**src/rtl/irq_redir_pkg.sv**
```systemverilog
package irq_redir_pkg;
    localparam int VEC_W  = 8;
    localparam int DEST_W = 8;
    localparam int MODE_W = 3;

    localparam logic [MODE_W-1:0] MODE_EXTVEC = 3'b111;

    typedef enum logic [1:0] {
        ST_IDLE  = 2'd0,
        ST_FETCH = 2'd1,
        ST_SEND  = 2'd2
    } phase_e;

    typedef struct packed {
        logic [DEST_W-1:0] dest;
        logic              dest_mode;
        logic [MODE_W-1:0] mode;
        logic [VEC_W-1:0]  vector;
        logic              level;
    } dlv_t;
endpackage

```
**src/rtl/irq_redir_route.sv**
```systemverilog
module irq_redir_route #(
    parameter int NUM_PINS  = 24,
    parameter int ALIAS_SRC = 0,
    parameter int ALIAS_DST = 2
) (
    input  logic [NUM_PINS-1:0] line_i,
    output logic [NUM_PINS-1:0] pin_o
);
    for (genvar g = 0; g < NUM_PINS; g++) begin : g_pin
        if (g == ALIAS_SRC) begin : g_src
            assign pin_o[g] = 1'b0;
        end else if (g == ALIAS_DST) begin : g_dst
            assign pin_o[g] = line_i[g] | line_i[ALIAS_SRC];
        end else begin : g_thru
            assign pin_o[g] = line_i[g];
        end
    end
endmodule

```
**src/rtl/irq_redir_arbiter.sv**
```systemverilog
module irq_redir_arbiter #(
    parameter int NUM_PINS = 24,
    parameter int IDX_W    = $clog2(NUM_PINS)
) (
    input  logic [NUM_PINS-1:0] pend_i,
    input  logic [NUM_PINS-1:0] rirr_i,
    input  logic [NUM_PINS-1:0] mask_i,
    input  logic [NUM_PINS-1:0] level_i,
    output logic                any_o,
    output logic [IDX_W-1:0]    idx_o
);
    logic [NUM_PINS-1:0] elig;

    assign elig = pend_i & ~mask_i & ~(rirr_i & level_i);

    // lowest index wins: scan downward so the last hit is the smallest
    always_comb begin
        any_o = 1'b0;
        idx_o = '0;
        for (int i = NUM_PINS - 1; i >= 0; i--) begin
            if (elig[i]) begin
                any_o = 1'b1;
                idx_o = IDX_W'(i);
            end
        end
    end
endmodule

```
**src/rtl/irq_redir_state.sv**
```systemverilog
module irq_redir_state
    import irq_redir_pkg::*;
#(
    parameter int NUM_PINS = 24,
    parameter int IDX_W    = $clog2(NUM_PINS)
) (
    input  logic                      clk_i,
    input  logic                      rst_ni,
    input  logic [NUM_PINS-1:0]       pin_i,
    input  logic [NUM_PINS-1:0]       cfg_mask_i,
    input  logic [NUM_PINS-1:0]       cfg_level_i,
    input  logic [NUM_PINS*VEC_W-1:0] cfg_vector_i,
    input  logic                      eoi_valid_i,
    input  logic [VEC_W-1:0]          eoi_vector_i,
    input  logic                      take_i,
    input  logic [IDX_W-1:0]          take_idx_i,
    output logic [NUM_PINS-1:0]       pend_o,
    output logic [NUM_PINS-1:0]       rirr_o
);
    typedef struct packed {
        logic [NUM_PINS-1:0] pend;
        logic [NUM_PINS-1:0] prev;
        logic [NUM_PINS-1:0] rirr;
    } pin_state_t;

    pin_state_t s_d, s_q;

    always_comb begin
        s_d      = s_q;
        s_d.prev = pin_i;
        for (int i = 0; i < NUM_PINS; i++) begin
            if (cfg_level_i[i]) begin
                s_d.pend[i] = pin_i[i];
            end else begin
                if (take_i && take_idx_i == IDX_W'(i)) begin
                    s_d.pend[i] = 1'b0;
                end
                if (pin_i[i] && !s_q.prev[i] && !cfg_mask_i[i]) begin
                    s_d.pend[i] = 1'b1;
                end
            end
            if (eoi_valid_i && s_q.rirr[i] &&
                cfg_vector_i[i*VEC_W +: VEC_W] == eoi_vector_i) begin
                s_d.rirr[i] = 1'b0;
            end
            if (take_i && take_idx_i == IDX_W'(i) && cfg_level_i[i]) begin
                s_d.rirr[i] = 1'b1;
            end
            if (!cfg_level_i[i]) begin
                s_d.rirr[i] = 1'b0;
            end
        end
    end

    always_ff @(posedge clk_i or negedge rst_ni) begin
        if (!rst_ni) begin
            s_q <= '0;
        end else begin
            s_q <= s_d;
        end
    end

    assign pend_o = s_q.pend;
    assign rirr_o = s_q.rirr;

    // a level pin is never granted while its remote-IRR is held
    a_r4_rirr_gates_level: assert property (@(posedge clk_i) disable iff (!rst_ni)
        (take_i && cfg_level_i[take_idx_i]) |-> !s_q.rirr[take_idx_i]);

    // an entry configured for edge shows no remote-IRR one cycle later
    a_r12_edge_no_rirr: assert property (@(posedge clk_i) disable iff (!rst_ni)
        1'b1 |=> ((s_q.rirr & ~$past(cfg_level_i)) == '0));
endmodule

```
**src/rtl/irq_redir_core.sv**
```systemverilog
module irq_redir_core
    import irq_redir_pkg::*;
#(
    parameter int NUM_PINS = 24
) (
    input  logic                       clk_i,
    input  logic                       rst_ni,
    input  logic [NUM_PINS-1:0]        line_i,
    input  logic [NUM_PINS-1:0]        cfg_mask_i,
    input  logic [NUM_PINS-1:0]        cfg_level_i,
    input  logic [NUM_PINS-1:0]        cfg_dest_mode_i,
    input  logic [NUM_PINS*MODE_W-1:0] cfg_mode_i,
    input  logic [NUM_PINS*VEC_W-1:0]  cfg_vector_i,
    input  logic [NUM_PINS*DEST_W-1:0] cfg_dest_i,
    input  logic                       eoi_valid_i,
    input  logic [VEC_W-1:0]           eoi_vector_i,
    output logic [NUM_PINS-1:0]        rirr_o,
    output logic                       dlv_valid_o,
    input  logic                       dlv_ready_i,
    output logic [DEST_W-1:0]          dlv_dest_o,
    output logic                       dlv_dest_mode_o,
    output logic [MODE_W-1:0]          dlv_mode_o,
    output logic [VEC_W-1:0]           dlv_vector_o,
    output logic                       dlv_level_o,
    output logic                       xv_req_o,
    input  logic                       xv_ack_i,
    input  logic [VEC_W-1:0]           xv_vector_i
);
    localparam int IDX_W = $clog2(NUM_PINS);

    typedef struct packed {
        phase_e phase;
        dlv_t   dlv;
    } core_t;

    core_t c_d, c_q;

    logic [NUM_PINS-1:0] pin_lvl;
    logic [NUM_PINS-1:0] pend;
    logic                sel_any;
    logic [IDX_W-1:0]    sel_idx;
    logic                take;

    irq_redir_route #(.NUM_PINS(NUM_PINS)) u_route (
        .line_i (line_i),
        .pin_o  (pin_lvl)
    );

    irq_redir_state #(.NUM_PINS(NUM_PINS), .IDX_W(IDX_W)) u_state (
        .clk_i        (clk_i),
        .rst_ni       (rst_ni),
        .pin_i        (pin_lvl),
        .cfg_mask_i   (cfg_mask_i),
        .cfg_level_i  (cfg_level_i),
        .cfg_vector_i (cfg_vector_i),
        .eoi_valid_i  (eoi_valid_i),
        .eoi_vector_i (eoi_vector_i),
        .take_i       (take),
        .take_idx_i   (sel_idx),
        .pend_o       (pend),
        .rirr_o       (rirr_o)
    );

    irq_redir_arbiter #(.NUM_PINS(NUM_PINS), .IDX_W(IDX_W)) u_arb (
        .pend_i  (pend),
        .rirr_i  (rirr_o),
        .mask_i  (cfg_mask_i),
        .level_i (cfg_level_i),
        .any_o   (sel_any),
        .idx_o   (sel_idx)
    );

    always_comb begin
        c_d  = c_q;
        take = 1'b0;
        unique case (c_q.phase)
            ST_IDLE: begin
                if (sel_any) begin
                    take               = 1'b1;
                    c_d.dlv.dest       = cfg_dest_i[int'(sel_idx)*DEST_W +: DEST_W];
                    c_d.dlv.dest_mode  = cfg_dest_mode_i[sel_idx];
                    c_d.dlv.mode       = cfg_mode_i[int'(sel_idx)*MODE_W +: MODE_W];
                    c_d.dlv.vector     = cfg_vector_i[int'(sel_idx)*VEC_W +: VEC_W];
                    c_d.dlv.level      = cfg_level_i[sel_idx];
                    c_d.phase          = (cfg_mode_i[int'(sel_idx)*MODE_W +: MODE_W] == MODE_EXTVEC)
                                         ? ST_FETCH : ST_SEND;
                end
            end
            ST_FETCH: begin
                if (xv_ack_i) begin
                    c_d.dlv.vector = xv_vector_i;
                    c_d.phase      = ST_SEND;
                end
            end
            ST_SEND: begin
                if (dlv_ready_i) begin
                    c_d.phase = ST_IDLE;
                end
            end
            default: c_d.phase = ST_IDLE;
        endcase
    end

    always_ff @(posedge clk_i or negedge rst_ni) begin
        if (!rst_ni) begin
            c_q <= '{phase: ST_IDLE, dlv: '0};
        end else begin
            c_q <= c_d;
        end
    end

    assign dlv_valid_o     = (c_q.phase == ST_SEND);
    assign xv_req_o        = (c_q.phase == ST_FETCH);
    assign dlv_dest_o      = c_q.dlv.dest;
    assign dlv_dest_mode_o = c_q.dlv.dest_mode;
    assign dlv_mode_o      = c_q.dlv.mode;
    assign dlv_vector_o    = c_q.dlv.vector;
    assign dlv_level_o     = c_q.dlv.level;

    // request and its fields hold until accepted
    a_r10_hold_stable: assert property (@(posedge clk_i) disable iff (!rst_ni)
        (dlv_valid_o && !dlv_ready_i) |=> (dlv_valid_o && $stable(c_q.dlv)));

    // vector fetch waits for acknowledge, no delivery meanwhile
    a_r7_fetch_waits: assert property (@(posedge clk_i) disable iff (!rst_ni)
        (xv_req_o && !xv_ack_i) |=> (xv_req_o && !dlv_valid_o));

    // the arbiter never grants a masked entry
    a_r6_no_masked_grant: assert property (@(posedge clk_i) disable iff (!rst_ni)
        take |-> !cfg_mask_i[sel_idx]);
endmodule

```
**config.mk**
```make
export PLATFORM = sky130hd
export DESIGN_NAME = irq_redir_core
export DESIGN_NICKNAME = d
export VERILOG_FILES = /design/src/rtl/irq_redir_pkg.sv /design/src/rtl/irq_redir_route.sv /design/src/rtl/irq_redir_arbiter.sv /design/src/rtl/irq_redir_state.sv /design/src/rtl/irq_redir_core.sv
export SDC_FILE = /design/constraint.sdc
export NUM_CORES = 1
export LEC_CHECK = 0
export CAP_MARGIN = 10
export CORE_AREA = 2 2 238 240
export DETAILED_ROUTE_END_ITERATION = 10
export DIE_AREA = 0 0 240 242
export DONT_BUFFER_PORTS = 1
export PLACE_DENSITY = 0.41
export SLEW_MARGIN = 10
export SYNTH_ARGS = -nofsm -noshare
export SYNTH_HDL_FRONTEND = slang
export SYNTH_SLANG_ARGS = --single-unit
```
**constraint.sdc**
```tcl
create_clock -name clk_i -period 6.45 [get_ports clk_i]
set_input_delay 0.3225 -clock clk_i [delete_from_list [all_inputs] [get_ports clk_i]]
set_output_delay 0.3225 -clock clk_i [all_outputs]
set_load 0.01 [all_outputs]
```
==> results of run 1 <==
-- per-layer routing --
metal  vias to the layer above  wire, um  global-route usage [%]
li1                       5249         -                       -
met1                      5998     31160                   32.10
met2                       774     30160                   34.63
met3                        77      8432                   9.173
met4                         4      1601                   6.120
met5                         -        23                       0
-- power groups by stage --
stage | combinational, W | clock [W] | sequential, W
final | 0.00181 | 0.000595 | 0.000816
after global routing | 0.00196 | 0.000637 | 0.000831
after CTS | 0.00181 | 0.000618 | 0.000819
after detailed placement | 0.00177 | 0 | 0.000831
after global placement | 0.00175 | 0 | 0.000830
after floorplan | 0.00130 | 0 | 0.000738
-- path summary, 6_finish.rpt --
| kind | end | start | slack, ns | cells past startpoint |
|---|---|---|---|---|
| hold reg to reg | u_state.pend_o[9] | u_state.pend_o[9] | 0.51 | 2 |
| min in group asynchronous | dlv_dest_o[2] | rst_ni | 0.49 | 2 |
| setup reg to reg | c_q[22] | u_state.rirr_o[4] | 1.83 | 12 |
| hold / removal | u_state.pend_o[18] | line_i[18] | 0.05 | 2 |
| setup / recovery | c_q[22] | u_state.rirr_o[4] | 1.83 | 12 |
| max in group asynchronous | u_state.s_q[34] | rst_ni | 5.49 | 2 |
-- flip-flops by register name (all words and copies together) (netlist names) --
name and count:
c_q 2, dlv_dest_mode_o 1, dlv_dest_o 8, dlv_level_o 1
dlv_mode_o 3, dlv_vector_o 8, u_state.pend_o 23, u_state.rirr_o 24
u_state.s_q 23
-- worst max-delay path, cell delays in order, from the launching register on --
cell and delay, ns:
dfrtp_1 0.48, nand2_1 0.16, a32oi_1 0.60, nand2_1 0.24, a31oi_1 0.35, or2b_1 0.71, buf_4 0.39, o221ai_2 0.13
a221o_1 0.34, a2111oi_2 0.33, a311o_1 0.26, nand3_2 0.15, a221o_1 0.35
-- layout make-up --
class                           instances  area share [%]
Multi-Input combinational cell       1204           64.39
Sequential cell                        93           19.52
Tap cell                              756           7.934
Timing Repair Buffer                   57           4.827
Clock buffer                           10           2.004
Inverter                               21          0.6611
Clock inverter                          6          0.5562
Antenna cell                            5          0.1049
-- what timing repair did --
action,4_1_cts,5_1_grt
buffers inserted,0,0
hold buffers,27,0
hold endpoints to repair,117,0
-- per-stage QoR --
stage	instance area, um2	hold slack, ns	setup slack, ns	instances
2_1_floorplan	10820	0.02691	3.574	1471
3_3_place_gp	11320	0.03204	1.914	2104
3_5_place_dp	11320	0.03156	1.834	2104
4_1_cts	11910	0.02225	1.835	2147
5_1_grt	11910	0.03121	1.600	2148
6_report	11920	0.04522	1.831	2152
-- kinds of logic after synthesis --
kind of cell           synth area share [%]
flip-flops                            21.51
AO/OA/AOI/OAI                         29.18
AND/OR/NAND/NOR                       22.82
buffers and inverters                 8.130
multiplexers                          2.822
XOR/XNOR                              15.54
-- cell usage after synthesis, drive strengths merged (6+ instances only) --
| cell | number | area [um2] |
|---|---|---|
| a21boi | 21 | 161.4 |
| a222oi | 41 | 410.4 |
| nand3b | 23 | 172.7 |
| nor4 | 26 | 168.9 |
| clkbuf | 58 | 217.7 |
| a2bb2oi | 6 | 58.80 |
| o21ai | 81 | 412.9 |
| or3 | 6 | 37.54 |
| nor3 | 20 | 100.1 |
| dfrtp | 93 | 2327 |
| nand3 | 68 | 345.3 |
| xor2 | 161 | 1410 |
| a32o | 6 | 60.06 |
| o221ai | 27 | 242.7 |
| o22ai | 83 | 519.3 |
| xnor2 | 31 | 271.5 |
| a21oi | 26 | 130.1 |
| mux2i | 26 | 260.3 |
| inv | 21 | 78.83 |
| nand2b | 6 | 37.54 |
| nor2 | 45 | 168.9 |
| buf | 95 | 583.1 |
| a31oi | 50 | 312.8 |
| a211o | 14 | 122.6 |
| o41ai | 24 | 210.2 |
| and2 | 9 | 56.30 |
| nand2 | 310 | 1164 |
| o31ai | 6 | 50.05 |
| nand4 | 8 | 50.05 |
| nor2b | 18 | 112.6 |
-- cells in the final DEF (no fill, tap or decap), types with 6 or more instances in the layout --
master,Yosys,layout
o21ai_1,8,8
a21oi_1,26,26
inv_1,21,21
mux2i_1,26,26
nor3_1,20,19
a211o_1,14,14
o22ai_1,83,83
nor2_1,45,44
nor4_1,25,24
clkbuf_16,0,9
o41ai_1,24,23
nand4_1,8,8
or3_1,6,6
a31oi_1,50,50
buf_4,47,25
nand2b_1,6,6
nand2_1,310,310
o21ai_0,71,70
nand3_1,67,67
xor2_1,161,161
a21boi_0,20,20
o221ai_1,26,26
xnor2_1,31,31
and2_1,9,9
nand3b_1,23,23
a32o_1,6,6
dfrtp_1,93,93
dlygate4sd3_1,0,26
nor2b_1,18,18
a222oi_1,41,41
==> metrics.md, run 1 <==
| Metric | Value |
|---|---|
| Run status | completed |
| NumNets Final | 1959 |
| Post-synth EDFFs | 0 |
| Setup_tns | 0 ns |
| Resized Gates After CTS | 0 |
| DR vias | 12102 |
| Area growth syn-to-layout | 10.20% |
| Combinational share of power | 56.2% |
| Die area | a little under 60000 um2 |
| Sequential area share after synthesis | 21.51% |
| Primary FF master, synth | dfrtp_1 |
| Starting Density | between 10% and 20% |
| Final setup viols | 0 |
| Slew HR | a little over a fifth |
| Hold Crit Class | in2reg |
| Routed vias/inst | 5.624 |
| IO Count | 620 |
| Startpoint Class | flip-flop |
| Post-synth net total | between 2000 and 2500 |
| Post-layout min period | approximately 4.6 ns |
| Chip Height | 242 um |
| Final wirelength | between 70000 and 80000 um |
| Critical Path Sink Type | flip-flop |
| DRT Pass-1 Iters | 10 |
| Worst slew pin tran | ~1.2 ns |
| Initial antenna violation count | 7 |
| WS Path Type | reg2reg |
| Fillers | about 6300 |
| Total congestion overflow | 0 |
| Clock sinks | 93 |
| Footprint of the multi-input gates | between 7000 and 8000 um2 |
| Pin count of the biggest net entering global routing | 94 |
| Clk_skew | a little over 0.02 ns |
| Slew Viols, Final | 0 |
| Async S/R FF share, synth | 100.0% |
| Period utilisation layout | a little under three quarters |
| Worst path arrival time | roughly 4.9 ns |
| Clock Power Share | approximately 19% |
| Port Buffers | 0 |
| # Max-Cap Violations | 0 |
| DP Wirelength | between 50000 and 60000 um |
| Final Hold Fails | 0 |
| Worst-path clk slew | 0.08 ns |
| Switching Share | approximately half |
| Root Buffer | clkbuf_16 |
| Reg power frac | between 20% and 30% |
| Initial DRC Count | about 1400 |
| Fraction of layout cells with a size suffix above 1 | about 5.6% |
| Psw | ~0.0016 W |
| Post-synthesis register bit count | 93 |
| Worst VDD drop | 0.0001642 V |
| Row count | 87 |
| Clock buffer depth | 2 |
| Power density over the cells | between 200 and 300 nW/um2 |
| Mapped cell area | approximately 11000 um2 |
| Total GRT Usage | around a quarter |
| Worst skew pair latency | a little over 0.4 ns |
| Total area of sequential cells | around 2300 um2 |
| TritonCTS buffer count | 9 |
| H-tree depth | 3 |
| First-pass GRT wire length | 96630 um |
| Syn Area/Cell | approximately 7.4 um2 |
| Warnings from Yosys | 0 |
| CP required | approximately 6.7 ns |
| Leakage | between 4 and 5 nW |
| Cells after Synth | about 1500 |
| Placer Congestion | between 0.9 and 1 |
| Crit path max fanout | 12 |
| Core area | 55730 um2 |
| Routed Antenna Nets | 0 |
| CTS tree | done |
| Fmax | between 0.2 and 0.25 GHz |
| Detailed-route DRC error count | 0 |
| RSZ-0062 raised after global routing | false |
| Die width | around 240 um |
| Utilization after layout | roughly a fifth |
| Post-synth cell types | between 70 and 80 |
| Int Power | approximately 0.0016 W |
| Routed len/inst | around 33 um |
| Vias in the first global route | about 12000 |
| Total design power | 0.003225 W |
Note: power is estimated with default switching activity, not from simulation.
==> inputs of run 2 (changes only) <==
Clock period 6.45 ns to 4.31 ns, I/O delays scaled along.
==> run 2 against run 1 <==
- count of clock-buffer cells in the layout down 1
- critical path depth down 1
- final cell count up 2.8%
==> metrics.md, run 2 (synthesis results as in run 1) <==
| Metric | Value |
|---|---|
| Commonest cells after routing, fill and taps aside | 310 x nand2_1, 161 x xor2_1, 93 x dfrtp_1, 83 x o22ai_1, 70 x o21ai_0 (unchanged) |
| WS Path Type | reg2reg (unchanged) |
| Starting Density | 19.41% (unchanged) |
| Worst-path clk slew | 0.08 ns (about the same) |
| Final wirelength | 72010 um (was 71370 um) |
| Slew Viols, Final | 0 (unchanged) |
| Resized Gates After CTS | 0 (unchanged) |
| Metal2 WL | 30560 um (was 30160 um) |
| Wl on met1 | 31770 um (was 31160 um) |
| Run status | completed (unchanged) |
| Final cell count without fillers | 2212 (was 2152) |
| Routed vias/inst | 5.569 (was 5.624) |
| Initial DRC Count | 1566 (was 1404) |
| Die width | 240 um (unchanged) |
| # Max-Cap Violations | 0 (unchanged) |
| Routed len/inst | 32.56 um (was 33.17 um) |
| Hold Crit Class | in2reg (unchanged) |
| Post-Place Setup Slack | 0.4041 ns (was 1.834 ns) |
| FF-to-FF path depth | 11 (was 12) |
| Startpoint Class | flip-flop (unchanged) |
| Launch point of the worst path | u_state.rirr_o[6] (was u_state.rirr_o[4]) |
| Worst skew pair latency | 0.40 ns (was 0.41 ns) |
| H-tree depth | 3 (unchanged) |
| Worst path arrival time | 4.34 ns (was 4.91 ns) |
| Period utilisation layout | 93.07% (was 71.62%) |
| Initial antenna violation count | 3 (was 7) |
| Worst Hold Margin | 0.02418 ns (was 0.04522 ns) |
| NumNets Final | 2023 (was 1959) |
| IO Count | 620 (unchanged) |
| Fmax | 0.2493 GHz (was 0.2165 GHz) |
| Combinational share of power | 57.6% (was 56.2%) |
| Crit path cell chain | nand2_1 -> a32oi_1 -> o21ai_0 -> o31a_1 -> nor4_2 -> buf_4 -> buf_4 -> a222oi_1 -> o22ai_1 -> o21ai_0 -> nand3_1 (was nand2_1 -> a32oi_1 -> nand2_1 -> a31oi_1 -> or2b_1 -> buf_4 -> o221ai_2 -> a221o_1 -> a2111oi_2 -> a311o_1 -> nand3_2 -> a221o_1) |
| CP required | 4.64 ns (was 6.74 ns) |
| Max stage delay on crit path | 0.55 ns (was 0.71 ns) |
| Core area | 55730 um2 (unchanged) |
| Total GRT Usage | 23.94% (was 23.63%) |
| Reg-to-Reg Start | u_state.rirr_o[6] (was u_state.rirr_o[4]) |
| Max layer used | met5 (unchanged) |
| DRT Pass-1 Iters | 9 (was 10) |
| Clock Power Share | 17.7% (was 18.5%) |
| Power density over the cells | 395.7 nW/um2 (was 270.5 nW/um2) |
| Worst VDD drop | 0.0003064 V (was 0.0001642 V) |
| Placer Congestion | 0.9671 (was 0.9356) |
| CTS tree | done (unchanged) |
| RSZ-0062 raised after global routing | false (unchanged) |
| Worst slew pin tran | 1.213 ns (was 1.172 ns) |
| Commonest non-fill, non-tap cell in the layout | nand2_1 (unchanged) |
| Row count | 87 (unchanged) |
| Clock sinks | 93 (unchanged) |
| Worst Hold Depth | 2 (unchanged) |
| DR vias | 12319 (was 12102) |
| Total congestion overflow | 0 (unchanged) |
| TritonCTS buffer count | 9 (unchanged) |
| Detailed-route DRC error count | 0 (unchanged) |
| Final Hold Fails | 0 (unchanged) |
| Post-layout min period | 4.011 ns (was 4.619 ns) |
| Reg power frac | 24.7% (was 25.3%) |
| Port Buffers | 0 (unchanged) |
| First-pass GRT wire length | 98320 um (was 96630 um) |
| Die area | 58080 um2 (unchanged) |
| Clk_skew | 0.01847 ns (was 0.02075 ns) |
| Chip Height | 242 um (unchanged) |
| Area growth syn-to-layout | 15.80% (was 10.20%) |
| CP max-delay cell | a32oi_1 (was or2b_1) |
| Met3 Routed Length | 7683 um (was 8432 um) |
| Max FFs per register | 24 (unchanged) |
| Routed Antenna Nets | 0 (unchanged) |
| Int Power | 0.002466 W (was 0.001581 W) |
| Root Buffer | clkbuf_16 (unchanged) |
| Critical Path Sink Type | flip-flop (unchanged) |
| Final worst slack | 0.2985 ns (was 1.831 ns) |
| HP Start | cfg_level_i[14] (was line_i[18]) |
| Placed cells | 2139 (was 2104) |
| Vias in the first global route | 12170 (was 11753) |
| Leakage | 4.781 nW (was 4.469 nW) |
| Final setup viols | 0 (unchanged) |
| DP Wirelength | 58710 um (was 58430 um) |
| Switching Share | 50.26% (was 50.97%) |
| Postcts setup bufs | 0 (unchanged) |
| Slew HR | 18.94% (was 21.73%) |
| Setup_tns | 0 ns (unchanged) |
| Fraction of layout cells with a size suffix above 1 | 7.766% (was 5.607%) |
| Pin count of the biggest net entering global routing | 94 (unchanged) |
| Psw | 0.002492 W (was 0.001644 W) |
| Clock buffer depth | 2 (unchanged) |
| Crit path max fanout | 34 (was 12) |
run 2: cell count changes in the layout (fill, tap and decap cells not counted), moves of 4 or more:
cell / before / now
buf_12: 5 / 10
buf_4: 25 / 55
diode_2: 5 / 1
dlygate4sd3_1: 26 / 55
run 2: path summary, 6_finish.rpt:
path / endpoint / slack [ns]
worst max-delay path: dlv_dest_o[1] / 0.30
worst max register to register: dlv_dest_o[1] / 0.30
min in group asynchronous: dlv_mode_o[2] / 0.38
max in group asynchronous: dlv_level_o / 3.45
worst min register to register: u_state.pend_o[5] / 0.52
worst min-delay path: u_state.pend_o[14] / 0.02
run 2: per-stage QoR:
step	utilization, %	power, W	cell area, um2
after global placement	20.89	0.003988	11640
final	22.48	0.004957	12530
after detailed placement	20.89	0.004007	11640
after CTS	22.47	0.005000	12530
after global routing	22.47	0.005284	12530
after floorplan	-	0.003045	10820
run 2: routing by layer:
layer / vias to the layer above / track usage, %
li1: 5368 / -
met1: 6112 / 32.95
met2: 745 / 35.27
met3: 90 / 8.181
met4: 4 / 6.485
met5: - / 0
run 2: timing repair:
action / 4_1_cts / 5_1_grt
hold endpoints to repair: 168 / 0
hold buffers: 56 / 0
setup endpoints to repair: 0 / 0
run 2: power groups by stage:
stage	sequential (W)	clock (W)	combinational [W]
6_report	0.00122	0.000880	0.00285
5_1_grt	0.00124	0.000946	0.00309
4_1_cts	0.00122	0.000925	0.00285
3_5_place_dp	0.00124	0	0.00277
3_3_place_gp	0.00124	0	0.00275
2_1_floorplan	0.00110	0	0.00194
run 2: area by class of cell:
class | instances | area, um2
fillers | 6283 | 43210
multi-input cells | 1204 | 7680
well taps | 756 | 945.9
flip-flops and latches | 93 | 2327
inverters | 21 | 78.83
repair buffers | 121 | 1191
clock buffers | 9 | 225.2
diodes | 1 | 2.502
clock inverters | 7 | 77.57
run 2: critical path, delay by kind of cell, from the launching register on:
kind | cells | cell delay [ns]
compound gates | 6 | 2.02
flops | 1 | 0.46
simple gates | 3 | 0.75
buf+inv | 2 | 0.68
